<file path="config.mk">
export PLATFORM = sky130hd
export DESIGN_NAME = te_line_trigger
export DESIGN_NICKNAME = d
export VERILOG_FILES = /design/src/rtl/te_pkg.sv /design/src/rtl/te_sync.sv /design/src/rtl/te_pulse_meas.sv /design/src/rtl/te_line_ctr.sv /design/src/rtl/te_line_trigger.sv
export SDC_FILE = /design/constraint.sdc
export NUM_CORES = 1
export LEC_CHECK = 0
export ABC_AREA = 1
export BUFFER_PORTS_ARGS = -buffer_cell sky130_fd_sc_hd__clkbuf_2
export CAP_MARGIN = 10
export CORE_MARGIN = 1.5
export CORE_UTILIZATION = 34
export DETAILED_ROUTE_END_ITERATION = 10
export HOLD_SLACK_MARGIN = 0.1
export PLACE_DENSITY = 0.56
export SLEW_MARGIN = 20
export SYNTH_ARGS = -nofsm -noshare
export SYNTH_HDL_FRONTEND = slang
export SYNTH_SLANG_ARGS = --single-unit
</file>
<file path="constraint.sdc">
create_clock -name clk -period 5.1 [get_ports clk]
set_input_delay 0.765 -clock clk [delete_from_list [all_inputs] [get_ports clk]]
set_output_delay 0.765 -clock clk [all_outputs]
set_load 0.005 [all_outputs]
</file>
<file path="src/rtl/te_pkg.sv">
package te_pkg;

    // Operating mode of the tearing-effect input stage
    typedef enum logic [1:0] {
        TE_MODE_OFF  = 2'd0,
        TE_MODE_ONE  = 2'd1,
        TE_MODE_TWO  = 2'd2,
        TE_MODE_RSVD = 2'd3
    } te_mode_e;

    localparam int unsigned TE_SYNC_STAGES = 2;

endpackage

</file>
<file path="src/rtl/te_sync.sv">
// Multi-flop synchronizer followed by polarity normalisation.
module te_sync #(
    parameter int unsigned STAGES = 2
) (
    input  logic clk,
    input  logic rst_n,
    input  logic raw_i,
    input  logic active_high_i,
    output logic act_o
);

    typedef struct packed {
        logic [STAGES-1:0] sh;
    } sync_st_t;

    sync_st_t st_d, st_q;

    always_comb begin
        st_d    = st_q;
        st_d.sh = {st_q.sh[STAGES-2:0], raw_i};
    end

    always_ff @(posedge clk or negedge rst_n) begin
        if (!rst_n) st_q <= '0;
        else        st_q <= st_d;
    end

    assign act_o = st_q.sh[STAGES-1] ^ ~active_high_i;

endmodule

</file>
<file path="src/rtl/te_pulse_meas.sv">
// Counts the active duration of each pulse and reports it when the pulse ends.
module te_pulse_meas #(
    parameter int unsigned CNT_W = 6
) (
    input  logic             clk,
    input  logic             rst_n,
    input  logic             en_i,
    input  logic             act_i,
    output logic             done_o,
    output logic [CNT_W-1:0] len_o
);

    localparam logic [CNT_W-1:0] CNT_MAX = {CNT_W{1'b1}};

    typedef struct packed {
        logic [CNT_W-1:0] cnt;
        logic             idle_seen;
        logic             done;
        logic [CNT_W-1:0] len;
    } meas_st_t;

    meas_st_t st_d, st_q;

    always_comb begin
        st_d      = st_q;
        st_d.done = 1'b0;
        if (!en_i) begin
            st_d.cnt       = '0;
            st_d.idle_seen = 1'b0;
        end else if (act_i) begin
            // a pulse already in progress at enable is not measured
            if (st_q.idle_seen && (st_q.cnt != CNT_MAX)) begin
                st_d.cnt = st_q.cnt + 1'b1;
            end
        end else begin
            st_d.idle_seen = 1'b1;
            if (st_q.cnt != '0) begin
                st_d.done = 1'b1;
                st_d.len  = st_q.cnt;
                st_d.cnt  = '0;
            end
        end
    end

    always_ff @(posedge clk or negedge rst_n) begin
        if (!rst_n) st_q <= '0;
        else        st_q <= st_d;
    end

    assign done_o = st_q.done;
    assign len_o  = st_q.len;

endmodule

</file>
<file path="src/rtl/te_line_ctr.sv">
// Line counter with a one-shot trigger armed by each vertical sync.
module te_line_ctr #(
    parameter int unsigned LINE_W = 11
) (
    input  logic              clk,
    input  logic              rst_n,
    input  logic              en_i,
    input  logic              hs_evt_i,
    input  logic              vs_evt_i,
    input  logic [LINE_W-1:0] trig_line_i,
    output logic [LINE_W-1:0] line_o,
    output logic              start_o
);

    localparam logic [LINE_W-1:0] LINE_MAX = {LINE_W{1'b1}};

    typedef struct packed {
        logic [LINE_W-1:0] line;
        logic              armed;
        logic              start;
    } ctr_st_t;

    ctr_st_t           st_d, st_q;
    logic [LINE_W-1:0] next_line;

    always_comb begin
        st_d       = st_q;
        st_d.start = 1'b0;
        next_line  = (st_q.line == LINE_MAX) ? LINE_MAX : st_q.line + 1'b1;
        if (!en_i) begin
            st_d.line  = '0;
            st_d.armed = 1'b0;
        end else if (vs_evt_i) begin
            st_d.line = '0;
            if (trig_line_i == '0) begin
                st_d.start = 1'b1;
                st_d.armed = 1'b0;
            end else begin
                st_d.armed = 1'b1;
            end
        end else if (hs_evt_i) begin
            st_d.line = next_line;
            if (st_q.armed && (next_line == trig_line_i)) begin
                st_d.start = 1'b1;
                st_d.armed = 1'b0;
            end
        end
    end

    always_ff @(posedge clk or negedge rst_n) begin
        if (!rst_n) st_q <= '0;
        else        st_q <= st_d;
    end

    assign line_o  = st_q.line;
    assign start_o = st_q.start;

endmodule

</file>
<file path="src/rtl/te_line_trigger.sv">
module te_line_trigger
    import te_pkg::*;
#(
    parameter int unsigned CNT_W  = 6,
    parameter int unsigned LINE_W = 11
) (
    input  logic              clk,
    input  logic              rst_n,
    input  logic [1:0]        cfg_mode,
    input  logic [CNT_W-1:0]  hs_width_i,
    input  logic [CNT_W-1:0]  vs_width_i,
    input  logic              hs_pol_i,
    input  logic              vs_pol_i,
    input  logic [LINE_W-1:0] trig_line_i,
    input  logic              te_a_i,
    input  logic              te_b_i,
    output logic [LINE_W-1:0] line_o,
    output logic              start_o
);

    localparam int unsigned NPIN = 2;

    te_mode_e mode;
    logic     one_pin, two_pin, enable;

    assign mode    = te_mode_e'(cfg_mode);
    assign one_pin = (mode == TE_MODE_ONE);
    assign two_pin = (mode == TE_MODE_TWO);
    assign enable  = one_pin | two_pin;

    logic [NPIN-1:0]  pin_raw, pin_pol, pin_en, pin_act, pin_done;
    logic [CNT_W-1:0] pin_len [NPIN];

    assign pin_raw = {te_b_i, te_a_i};
    assign pin_pol = {vs_pol_i, hs_pol_i};
    assign pin_en  = {two_pin, enable};

    for (genvar i = 0; i < NPIN; i++) begin : g_pin
        te_sync #(
            .STAGES        (TE_SYNC_STAGES)
        ) u_sync (
            .clk           (clk),
            .rst_n         (rst_n),
            .raw_i         (pin_raw[i]),
            .active_high_i (pin_pol[i]),
            .act_o         (pin_act[i])
        );

        te_pulse_meas #(
            .CNT_W  (CNT_W)
        ) u_meas (
            .clk    (clk),
            .rst_n  (rst_n),
            .en_i   (pin_en[i]),
            .act_i  (pin_act[i]),
            .done_o (pin_done[i]),
            .len_o  (pin_len[i])
        );
    end

    typedef struct packed {
        logic hs;
        logic vs;
    } evt_t;

    evt_t evt;
    logic a_long, a_mid, b_long;

    always_comb begin
        a_long = pin_done[0] && (pin_len[0] >= vs_width_i);
        a_mid  = pin_done[0] && (pin_len[0] >= hs_width_i);
        b_long = pin_done[1] && (pin_len[1] >= vs_width_i);
        evt    = '0;
        if (one_pin) begin
            // vertical sync takes precedence when both thresholds are met
            evt.vs = a_long;
            evt.hs = a_mid && !a_long;
        end else if (two_pin) begin
            evt.vs = b_long;
            evt.hs = a_mid;
        end
    end

    te_line_ctr #(
        .LINE_W      (LINE_W)
    ) u_ctr (
        .clk         (clk),
        .rst_n       (rst_n),
        .en_i        (enable),
        .hs_evt_i    (evt.hs),
        .vs_evt_i    (evt.vs),
        .trig_line_i (trig_line_i),
        .line_o      (line_o),
        .start_o     (start_o)
    );

endmodule

</file>
; Word-level counts from Yosys, hierarchy flattened
; Index checks and enable logic that the tools add are counted.
[word_totals]
out_inout_bits = 12
word_cells = 80
regBits = 45
[op_classes]
eq_ne = 14
muxes = 24
reduce_logical = 16
n_addsub = 3
n_bitwise = 7
n_lt_le_gt_ge = 3
[ops]
columns = operator, n
row1 = 7-bit 2-to-1 mux, 6
row2 = 6-bit 2-to-1 mux, 6
row3 = 13-bit 2-to-1 mux, 2
row4 = 6-bit greater-or-equal comparator, 3
row5 = 8-bit 2-to-1 mux, 2
row6 = 3-bit != test (second input constant), 5
row7 = 6-bit by 1-bit adder with 6-bit output (second input constant), 2
row8 = 12-bit 2-to-1 mux, 1
row9 = 6-bit != test (second input constant), 2
row10 = 6-bit nonzero test, 2
row11 = 11-bit by 1-bit adder with 11-bit output (second input constant), 1
row12 = 11-bit equality test, 1
row13 = 11-bit equality test (second input constant), 1
row14 = 11-bit logical NOT, 1
row15 = 11-bit 2-to-1 mux, 1
row16 = 1-bit logical AND, 7
row17 = 2-bit 2-to-1 mux, 3
row18 = 2-bit AND reduction, 3
row19 = 3-bit AND reduction, 2
row20 = 2-bit != test (second input constant), 2
row21 = 1-bit inverter, 4
row22 = 1-bit 2-to-1 mux, 3
row23 = 3-bit by 2-bit != test with 1-bit output (second input constant), 1
row24 = 2-bit by 1-bit equality test with 1-bit output (second input constant), 1
row25 = 4 further kinds, 5

; Logic depth before layout (Yosys ltp)
; Gate-level depths: netlist (run 1).
[depth]
word_depth = 8
mapped_depth = 15
depth_no_buf = 15

; Hierarchy
; A second synthesis (run 1) with hierarchy kept.
[hier_totals]
hier_cells = 491
area_unflattened_um2 = 3424.5
[by_module_without_submodules]
columns = module, area_per_inst_um2, seq_area_each_um2, instances, cells_per_inst
row1 = te_pulse_meas, 780.7, 350.3, 2, 99
row2 = te_line_ctr, 1187.4, 325.3, 1, 190
row3 = te_line_trigger, 538.0, 0.0, 1, 89
row4 = te_sync, 68.8, 50.0, 2, 7

; Worst setup path after synthesis (run 1)
; Ideal clock, no wire load.
[synth_path]
kind = input-to-reg
start = in vs_width_i[5]
end = reg u_ctr.st_q, in the netlist u_ctr.line_o[3]
cell_stages = 12
path_buffers = 0
setup_slack_ps = 2928
t_arrival_ps = 2089
path_cell_list = inv_1 > ha_1 > a21oi_1 > o21a_1 > nand3_1 > nand3_1 > nand2_1 > nor2_1 > inv_1 > nor2_2 > nand2_1 > o21ai_0
[synth_between]
elab_chain_len = 6
[synth_lines]
columns = element, line
row1 = start: declaration, te_line_trigger.sv:11  ; input logic [CNT_W-1:0] vs_width_i,
row2 = "6-bit greater-or-equal comparator, on equally long branches", "te_line_trigger.sv:72, te_line_trigger.sv:70"
row3 = "1-bit logical AND, on equally long branches", "te_line_trigger.sv:72, te_line_trigger.sv:70"
row4 = 2-bit 2-to-1 mux / 1-bit logical NOT (equally long branches), "te_line_trigger.sv:78, te_line_trigger.sv:77"
row5 = 2-bit 2-to-1 mux (*), te_line_trigger.sv:74  ; if (one_pin) begin
row6 = 13-bit 2-to-1 mux / 2-bit 2-to-1 mux (equally long branches), "te_line_ctr.sv:33, te_line_trigger.sv:74"
row7 = 12-bit 2-to-1 mux / 3-bit != test (equally long branches), n/a
row8 = end signal: assignment, te_line_ctr.sv:52  ; else st_q <= st_d;
row9 = end: declaration, te_line_ctr.sv:23  ; ctr_st_t st_d, st_q;
; Mark *: on every way between the ends. The rest lies on a longest branch, timed or not.
; A chain may end at the register's enable or synchronous reset.

; Worst setup path after layout (run 1)
; Same ends and word-level chain as after synthesis.

==> flow_summary_export.csv, run 1 <==
group,metric,value,unit
run_status,outcome,"completed",
logic_synthesis,syn_area,3070,µm²
power,powerDensity,225,nW/µm²
min_path,hp-class,"reg -> reg",
floorplan,core_area,8720,µm²
setup_path,required,5.31,ns
power,power.total,0.761,mW
logic_synthesis,ys_seq_elements,45,
cts,cts_setup_buffers,0,
setup_path,cp-start-kind,"input port",
timing,clock_skew,0.00373,ns
logic_synthesis,synth_top_area_cell,"dfrtp_1",
setup_path,reg2reg_slack,2.48,ns
floorplan,fp.dieH,98.1,µm
timing,slew_viol_final,0,
place,gp_congestion,0.817,
cts,ctsResizeCount,0,
drt,route.antenna.remaining_nets,0,
logic_synthesis,avgSynthCellArea,7.30,µm²
global_routing,grt_pass1_vias,2630,
floorplan,die-width,98.1,µm
setup_path,crit_slowest_cell,"nor2_1",
finish,synthToLayoutAreaGrowth,10.3,%
finish,final-seq-area,1130,µm²
finish,n_fill_cell,916,
finish,layout.nets,512,
setup_path,setup.worst_path.class,"in -> reg",
timing,final.min_clock_period,2.84,ns
logic_synthesis,ys_warn_count,0,
cts,clk_latency,0.29,ns
place,io_buffers,42,
cts,path_clk_slew,0.08,ns
cts,hold_buffers,0,
timing,fin_crit_sh,55.8,%
cts,tritoncts,"built",
global_routing,grt-ovfl-total,0,
finish,finalNonFillerCells,565,
logic_synthesis,synth_fp_nets,477,
setup_path,critPathTopFamily,"simple AND/OR/NAND/NOR gates",
cts,cts_root_buf,"clkbuf_8",
logic_synthesis,netlist.area_leader.share,36.6,%
drt,wire_per_inst,12.3,µm
finish,final_util,38.9,%
setup_path,slowest_delay,0.56,ns
global_routing,grt_use_total,15.1,%
job,max_cap_viol_count,0,
power,vdd_ir_drop_max,0.141,mV
place,placed_cells,557,
logic_synthesis,ys_top_cells_by_area,"dfrtp_1, nand2_1, ha_1",
setup_path,cp_cell_sequence,"clkbuf_2, inv_1, ha_1, a21oi_1, o21a_1, nand3_1, nand3_1, nand2_1, nor2_1, inv_1, nor2_2, nand2_1, o21ai_0",
place,dp_hpwl,5520,µm
global_routing,antenna_found_initial,0,
timing,finalHoldViolCount,0,
global_routing,grt_max_degree,46,
drt,detail_route.vias_per_cell,4.76,
timing,fin_tns_setup,0,ns
drt,drc,0,
finish,multiInputGateArea,1570,µm²
global_routing,grt_pass1_wl,11900,µm
floorplan,die_area,9620,µm²
logic_synthesis,yosysSeqAreaShare,36.6,%
drt,vias,2687,
floorplan,ios,43,
timing,max_freq,352,MHz
floorplan,num_rows,34,
cts,cts-buffers-inserted,5,
finish,n_antenna_cell,0,
power,leakage,1.77,nW
setup_path,cp.arrival,3.05,ns
drt,routed_wl,6960,µm
cts,cts-htree-levels,2,
finish,drive_above_1_share,12.5,%
timing,tightestPinTransition,0.791,ns
timing,rsz0062_at_grt,"false",
floorplan,start_util,35.3,%
setup_path,critPathCaptureType,"flip-flop",
drt,dr.pass1.iters,4,
setup_path,worstPathMaxFanout,11,
timing,max-slew-margin-rel,47.1,%
logic_synthesis,synth_cells,421,
timing,setup_viol,0,
cts,clock-sinks,45,
drt,drtIter0Drc,109,
logic_synthesis,ys_types,30,
cts,cts.path.max_buffers,2,
setup_path,crit_buf_inv,3,
## per-stage QoR
step | hold WS, ns | area, µm² | setup WS (ns)
after floorplan | 0.331 | 3070 | 2.93
after global placement | 0.334 | 3310 | 2.17
after detailed placement | 0.336 | 3310 | 2.01
after CTS | 0.357 | 3390 | 2.30
after global routing | 0.360 | 3390 | 2.02
final | 0.352 | 3390 | 2.26
## routing by layer
layer	wire, µm	part of all wire, %	vias to the layer above	global-route usage [%]
li1	-	-	1401	-
met4	125	1.8	0	4.95
met5	0	0	-	0
met2	3240	47	66	25.3
met3	331	4.8	10	2.36
met1	3270	47	1210	20.0
## area by class of cell
class,instances,area share (%)
clock buffer,8,2.36
inverter,69,7.64
multi-input combinational,292,46.4
sequential,45,33.2
tap,108,3.99
timing repair buffer,43,6.42
## cells in the mapped netlist
| cell | instances |
|---|---|
| a21oi_2 | 1 |
| a21oi_1 | 15 |
| xor2_1 | 5 |
| nand3b_1 | 2 |
| ha_1 | 25 |
| o21ai_0 | 27 |
| nor2_2 | 2 |
| buf_4 | 12 |
| nor3_1 | 8 |
| buf_2 | 1 |
| nand2_4 | 1 |
| a21o_1 | 1 |
| nand2_1 | 109 |
| xnor2_1 | 2 |
| nand4_1 | 3 |
| nor2_1 | 37 |
| o211ai_1 | 2 |
| buf_6 | 2 |
| nor4_1 | 3 |
| nand2_2 | 1 |
| inv_1 | 66 |
| nor2_4 | 2 |
| nand3_1 | 38 |
| o21bai_1 | 1 |
| clkinv_1 | 3 |
| nand3_4 | 1 |
| a22oi_1 | 2 |
| nand3_2 | 1 |
| dfrtp_1 | 45 |
| o21a_1 | 3 |
## sequential cells by signal, indices dropped and copies added, names as in the netlist
register	flops
u_ctr.st_q	1
g_pin.u_meas.len_o	12
u_ctr.line_o	11
g_pin.u_sync.st_q	4
g_pin.u_meas.done_o	2
u_ctr.start_o	1
g_pin.u_meas.st_q	14
## cell families (layout without fill, tap and decap cells)
group           after synthesis  after routing  synth area share [%]
buf+inv                      84            120                  12.3
flops                        45             45                  36.6
simple gates                208            208                  29.6
compound gates               52             52                  9.32
xor+xnor                      7              7                  1.99
fa+ha+maj                    25             25                  10.2
## worst register-to-register path, cell delays in order, from the launching register on
cell and delay (ns):
dfrtp_1 0.44, ha_1 0.31, a21oi_1 0.14, o21a_1 0.14, nand3_1 0.07, nand3_1 0.09
nand2_1 0.10, nor2_1 0.56, inv_1 0.20, nor2_2 0.33, nand2_1 0.08, o21ai_0 0.09
## layout by cell type (no fill, tap or decap), drive strengths merged
master    n
a21o      1
a21oi    16
a22oi     2
buf       1
clkbuf   50
clkinv    3
dfrtp    45
ha       25
inv      66
nand2   111
nand3    40
nand3b    2
nand4     3
nor2     41
nor3      8
nor4      3
o211ai    2
o21a      3
o21ai    27
o21bai    1
xnor2     2
xor2      5
## power breakdown
part | total, mW | switching [mW] | leakage [nW] | internal, mW
Clock | 0.212 | 0.114 | 0.0395 | 0.0976
Combinational | 0.156 | 0.0959 | 1.13 | 0.0598
Sequential | 0.394 | 0.0146 | 0.608 | 0.380
Total | 0.761 | 0.224 | 1.77 | 0.537
## final timing paths
path	from	endpoint	cells after the start
worst min-delay path	g_pin[0].u_sync.st_q[0]	g_pin[0].u_sync.st_q[1]	0
worst max-delay path	vs_width_i[5]	u_ctr.line_o[3]	13
max in group asynchronous	rst_n	g_pin[1].u_meas.st_q[8]	2
min in group asynchronous	rst_n	u_ctr.line_o[10]	2
worst max register to register	g_pin[0].u_meas.len_o[5]	u_ctr.line_o[3]	11
worst min register to register	g_pin[0].u_sync.st_q[0]	g_pin[0].u_sync.st_q[1]	0
Power figures use the tool's default switching activity.
==> run 2: changes to the inputs <==
Clock period 5.1 ns to 2.9 ns, I/O delays scaled along.
==> run 2 against run 1 <==
Net effect: clock power increased by 77%; design area increased by 0.52%; non-clock buffer count increased by 2; sequential share of layout area decreased by 0.17 points; via count decreased by 0.26%; die area unchanged; routed wire length decreased by 1.8%; flip-flop and latch count unchanged.
==> flow_summary_export.csv, run 2 (same netlist as run 1, synthesis figures left out) <==
group,metric,value,unit
setup_path,timing.rr.start,"g_pin[0].u_meas.len_o[5]",
setup_path,cp.arrival,2.40,ns
power,powerDensity,395,nW/µm²
timing,slew_viol_final,0,
place,io_buffers,42,
timing,rsz0062_at_grt,"false",
timing,fin_tns_setup,0,ns
setup_path,crit_start,"g_pin[0].u_meas.len_o[5]",
timing,final.min_clock_period,2.18,ns
floorplan,num_rows,34,
setup_path,setup.worst_path.class,"reg -> reg",
cts,tritoncts,"built",
setup_path,cp-start-kind,"flip-flop",
drt,wire_per_inst,12.1,µm
finish,layout.nets,514,
setup_path,timing.rr.end,"u_ctr.line_o[3]",
floorplan,core_area,8720,µm²
setup_path,critPathCaptureType,"flip-flop",
finish,n_fill_cell,910,
power,power.internal,0.941,mW
cts,clock-sinks,45,
job,max_cap_viol_count,0,
drt,detail_route.vias_per_cell,4.73,
drt,vias,2680,
cts,cts_root_buf,"clkbuf_8",
place,dp_hpwl,5410,µm
setup_path,reg2reg_slack,0.72,ns
drt,drc,0,
finish,multiInputGateArea,1570,µm²
power,share_comb_of_total_power,20.5,%
global_routing,grt_use_total,14.9,%
cts,ctsResizeCount,0,
floorplan,start_util,35.3,%
power,seq_power_share,51.6,%
run_status,outcome,"completed",
timing,tightestPinTransition,0.591,ns
drt,dr.pass1.iters,4,
floorplan,die_area,9620,µm²
drt,routed_wl,6840,µm
timing,max_freq,459,MHz
power,clockPowerShare,27.9,%
cts,cts_setup_buffers,0,
floorplan,die-width,98.1,µm
min_path,hp-class,"in -> async",
place,dp_slack,0.554,ns
cts,cts.path.max_buffers,2,
setup_path,required,3.12,ns
global_routing,grt_max_degree,46,
floorplan,ios,43,
timing,hold-worst-slack,0.226,ns
power,leakage,1.79,nW
power,vdd_ir_drop_max,0.286,mV
timing,fin_ws,0.722,ns
setup_path,setup.worst_path.end,"u_ctr.line_o[3]",
finish,final-seq-area,1130,µm²
global_routing,grt-ovfl-total,0,
cts,path_clk_slew,0.08,ns
floorplan,fp.dieH,98.1,µm
global_routing,grt_pass1_vias,2569,
timing,max-slew-margin-rel,60.6,%
global_routing,antenna_found_initial,0,
timing,setup_viol,0,
finish,largest_reg_flops,14,
setup_path,worstPathMaxFanout,11,
finish,top_register,"g_pin.u_meas.st_q",
finish,synthToLayoutAreaGrowth,10.8,%
finish,n_antenna_cell,0,
finish,final_common_cell,"nand2_1",
cts,hold_buffers,0,
timing,finalHoldViolCount,0,
cts,clk_latency,0.30,ns
finish,drive_above_1_share,13.3,%
global_routing,grt_pass1_wl,11700,µm
power,netSwitchingFraction,30.0,%
drt,drtIter0Drc,83,
place,gp_congestion,0.833,
power,power.switching,0.403,mW
timing,clock_skew,0.00540,ns
finish,layout_common_cells,"nand2_1, inv_1, dfrtp_1",
cts,cts-buffers-inserted,5,
setup_path,r2r_cells,12,
cts,cts-htree-levels,2,
timing,fin_crit_sh,75.1,%
drt,route.antenna.remaining_nets,0,
[run 2: per-layer routing]
metal  GRT usage [%]  vias up  wire (µm)
li1                -     1411          -
met1            19.5     1190       3260
met2            24.9       66       3140
met3            2.51       13        276
met4            5.38        0        160
met5               0        -          0
[run 2: area by class of cell]
cell class              instances  share of cell area [%]
clock buffers                   6                    2.13
clock inverters                 2                   0.294
inverters                      69                    7.60
multi-input cells             292                    46.1
flip-flops and latches         45                    33.1
well taps                     108                    3.97
repair buffers                 45                    6.83
[run 2: how the worst min path moves through the flow]
stage,end,slack [ns]
final,u_ctr.line_o[8],0.23
after global routing,g_pin[0].u_sync.st_q[0],0.22
after CTS,g_pin[0].u_sync.st_q[0],0.23
after detailed placement,g_pin[0].u_sync.st_q[1],0.34
after global placement,g_pin[1].u_sync.st_q[1],0.33
after floorplan,g_pin[0].u_meas.done_o,0.14
[run 2: metrics by stage]
step           std cells  total power [mW]  utilization, %  instance area (µm²)
3_3_place_gp         559             0.977            38.1                 3320
5_1_grt              567              1.45            39.1                 3410
4_1_cts              567              1.37            39.1                 3410
6_report             567              1.34            39.1                 3410
2_1_floorplan        421             0.888               -                 3070
3_5_place_dp         559             0.983            38.1                 3320
[run 2: critical path, cell delays in order (launching register included)]
cell     delay [ns]
dfrtp_1        0.43
ha_1           0.31
a21oi_1        0.13
o21a_1         0.13
nand3_1        0.07
nand3_1        0.09
nand2_1        0.10
nor2_1         0.10
buf_4          0.18
inv_1          0.09
nor2_2         0.30
nand2_1        0.09
o21ai_0        0.08
[run 2: power groups by stage]
| stage | clock network (mW) | logic (mW) | registers, mW |
|---|---|---|---|
| after floorplan | 0 | 0.190 | 0.697 |
| after global placement | 0 | 0.271 | 0.706 |
| after detailed placement | 0 | 0.275 | 0.708 |
| after CTS | 0.396 | 0.278 | 0.695 |
| after global routing | 0.419 | 0.329 | 0.700 |
| final | 0.375 | 0.276 | 0.694 |
==> run 3: changes to the inputs <==
Settings changed: ABC_AREA 1 to 0, PLACE_DENSITY 0.56 to 0.58.
Clock period 2.9 ns to 2 ns, I/O delays scaled along.
==> run 3 against run 2 <==
Net effect: the flow now finishes with violations (negative setup slack); register-to-register slack got worse by 1.1 ns; routed wire length increased by 14%; largest power group unchanged; critical path type unchanged; sequential share of layout area is 4.6 points lower; global-route usage increased by 1.4 points; synthesized area fell by 1.1%; flip-flop and latch count unchanged.
==> flow_summary_export.csv, run 3 <==
group,metric,value,unit
cts,clock-sinks,45,
drt,highest-signal-layer,"met4",
logic_synthesis,yosysSeqAreaShare,37.1,%
setup_path,timing.rr.start,"u_ctr.line_o[0]",
floorplan,die_area,9520,µm²
drt,wire_per_inst,14.5,µm
drt,dr_wl_met2,3750,µm
setup_path,timing.rr.end,"u_ctr.start_o",
logic_synthesis,async_flop_share,100,%
logic_synthesis,netlist.area_leader.share,37.1,%
global_routing,antenna_found_initial,0,
timing,max_freq,429,MHz
logic_synthesis,yosys.area_share.simple,20.2,%
drt,route.antenna.remaining_nets,0,
logic_synthesis,synthAdderAreaFrac,10.3,%
finish,final_common_cell,"buf_4",
timing,final.min_clock_period,2.33,ns
global_routing,grt_use_total,16.4,%
finish,final-seq-area,1130,µm²
drt,met1Wirelength,3720,µm
power,powerDensity,476,nW/µm²
power,clockPowerShare,31.0,%
cts,cts.path.max_buffers,2,
drt,detail_route.vias_per_cell,5.22,
setup_path,reg2reg_slack,-0.33,ns
min_path,hp-class,"reg -> reg",
drt,dr.pass1.iters,4,
finish,multiInputGateArea,1810,µm²
drt,met3WireLength,257,µm
cts,cts_root_buf,"clkbuf_8",
setup_path,slowest_delay,0.43,ns
run_status,outcome,"complete, but fails checks",
setup_path,cp-start-kind,"flip-flop",
power,share_comb_of_total_power,17.9,%
global_routing,grt_pass1_wl,12900,µm
min_path,min-delay-start,"g_pin[1].u_sync.st_q[0]",
logic_synthesis,ys_top_cells_by_area,"dfrtp_1, ha_1, inv_1",
power,power.internal,1.38,mW
finish,synthToLayoutAreaGrowth,30.3,%
cts,tritoncts,"built",
power,power.switching,0.504,mW
floorplan,fp.dieH,97.5,µm
setup_path,cp_cell_sequence,"ha_4, and3_4, and3_4, or3_1, a221oi_2, o2111ai_2, or4_1, a21oi_1",
logic_synthesis,ys_types,52,
drt,drtIter0Drc,72,
floorplan,core_area,8680,µm²
global_routing,grt-ovfl-total,0,
logic_synthesis,synth_fp_nets,401,
finish,top_register,"g_pin.u_meas.st_q",
place,placed_area,3670,µm²
cts,cts-htree-levels,2,
logic_synthesis,synth_xor_area_share,3.46,%
finish,final_area,3960,µm²
logic_synthesis,synth_top_family_by_area,"simple AND/OR/NAND/NOR gates",
power,seq_power_share,51.2,%
timing,fin_crit_sh,117,%
timing,tightestPinTransition,0.371,ns
drt,routed_wl,7790,µm
logic_synthesis,ys_seq_elements,45,
logic_synthesis,synth_enable_flop_cells,0,
timing,hold-worst-slack,0.355,ns
finish,layout_common_cells,"buf_4, dfrtp_1, clkbuf_2",
global_routing,grt_pass1_vias,2717,
timing,slew_viol_final,0,
logic_synthesis,synth_top_area_cell,"dfrtp_1",
logic_synthesis,avgSynthCellArea,8.81,µm²
timing,finalHoldViolCount,0,
floorplan,num_rows,34,
power,leakage,1.85,nW
timing,max-slew-margin-rel,75.1,%
finish,layout.nets,485,
logic_synthesis,synth_commonest_cells,"dfrtp_1, inv_1, nand2_1, ha_1",
timing,rsz0062_at_grt,"true",
drt,drc,0,
min_path,hold_path_depth,0,
cts,clk_latency,0.29,ns
logic_synthesis,syn_area,3040,µm²
setup_path,crit_top_cell,"and3_4",
global_routing,grt_max_degree,46,
cts,path_clk_slew,0.09,ns
cts,cts-buffers-inserted,5,
setup_path,crit_slowest_cell,"dfrtp_1",
power,vdd_ir_drop_max,0.331,mV
setup_path,required,2.22,ns
finish,largest_reg_flops,14,
drt,vias,2808,
place,io_buffers,42,
logic_synthesis,synth-compound-area-share,18.4,%
floorplan,start_util,35.0,%
setup_path,cp.arrival,2.56,ns
logic_synthesis,ys_warn_count,0,
logic_synthesis,synth_cells,345,
logic_synthesis,muxShareOfSynthArea,2.14,%
setup_path,worstPathMaxFanout,4,
run_status,violations,"negative setup slack",
floorplan,ios,43,
place,dp_slack,-0.308,ns
place,gp_congestion,0.845,
job,max_cap_viol_count,0,
setup_path,critPathCaptureType,"flip-flop",
power,netSwitchingFraction,26.7,%
timing,setup_viol,13,
logic_synthesis,synthMostInstantiatedCell,"dfrtp_1",
timing,clock_skew,0.00564,ns
setup_path,r2r_cells,8,
finish,n_fill_cell,846,
finish,drive_above_1_share,31.6,%
setup_path,setup.worst_path.class,"reg -> reg",
logic_synthesis,ys.flop_type,"dfrtp_1",
timing,fin_ws,-0.333,ns
floorplan,die-width,97.5,µm
finish,n_antenna_cell,0,
min_path,hold_end,"g_pin[1].u_sync.st_q[1]",
place,dp_hpwl,5840,µm
finish,final_util,45.6,%
==> run 3: cell count changes in the layout (fill, tap and decap cells not counted), moves of 5 or more <==
cell / previous run / this run
a21oi_1: 15 / 20
buf_4: 3 / 50
nor2_1: 37 / 19
nand3_1: 38 / 15
o21ai_0: 27 / 18
nand2_1: 109 / 30
nand4_1: 3 / 8
inv_1: 66 / 29
nand2b_1: 0 / 5
==> run 3: cell families (layout without fill, tap and decap cells) <==
group	after synthesis	in the layout
buffers and inverters	53	138
AOI/OAI and AO/OA	83	83
and+or+nand+nor	121	121
adders and majority gates	25	25
xor gates and xnor gates	12	12
muxes	6	6
DFF	45	45
==> run 3: layer usage <==
layer | up-vias | global-route usage (%)
met1 | 1346 | 23.2
met3 | 7 | 2.45
met5 | - | 0
met2 | 53 | 26.5
met4 | 0 | 3.30
li1 | 1402 | -
==> run 3: worst max-delay path by stage <==
stage / from / to / slack (ns)
2_1_floorplan: u_ctr.line_o[1] / u_ctr.start_o / -0.32
3_3_place_gp: vs_width_i[0] / u_ctr.start_o / -0.27
3_5_place_dp: vs_width_i[3] / u_ctr.start_o / -0.31
4_1_cts: u_ctr.line_o[1] / u_ctr.start_o / -0.29
5_1_grt: u_ctr.line_o[0] / u_ctr.start_o / -0.45
6_report: u_ctr.line_o[0] / u_ctr.start_o / -0.33
==> run 3: critical path, delay by kind of cell (launching register included) <==
| family | cells | cell delay [ns] |
|---|---|---|
| simple gates | 4 | 1.08 |
| compound gates | 3 | 0.55 |
| fa+ha+maj | 1 | 0.19 |
| flops | 1 | 0.43 |
==> run 3: cell type report <==
cell class | instances | area share [%]
sequential | 45 | 28.5
clock buffer | 8 | 2.27
multi-input combinational | 247 | 45.8
tap | 108 | 3.41
timing repair buffer | 100 | 17.2
inverter | 30 | 2.91
==> run 3: repair_timing <==
action,4_1_cts,5_1_grt
pin swaps,4,4
endpoints found under the setup margin,13,13
hold buffers,3,0
hold endpoints to repair,47,0
resized for setup,7,26
buffers inserted,1,1
==> run 3: metrics by stage <==
step | setup TNS (ns) | power [mW] | std cells
2_1_floorplan | -0.593 | 1.15 | 345
3_3_place_gp | -2.27 | 1.29 | 526
3_5_place_dp | -2.56 | 1.30 | 526
4_1_cts | -2.02 | 1.90 | 538
5_1_grt | -2.66 | 2.01 | 538
6_report | -1.34 | 1.89 | 538
==> run 3: power groups by stage <==
stage                     combinational (mW)  sequential [mW]  clock (mW)
final                                  0.337            0.965       0.585
after global routing                   0.385            0.970       0.650
after CTS                              0.323            0.965       0.610
after detailed placement               0.312            0.983           0
after global placement                 0.303            0.982           0
after floorplan                        0.171            0.976           0
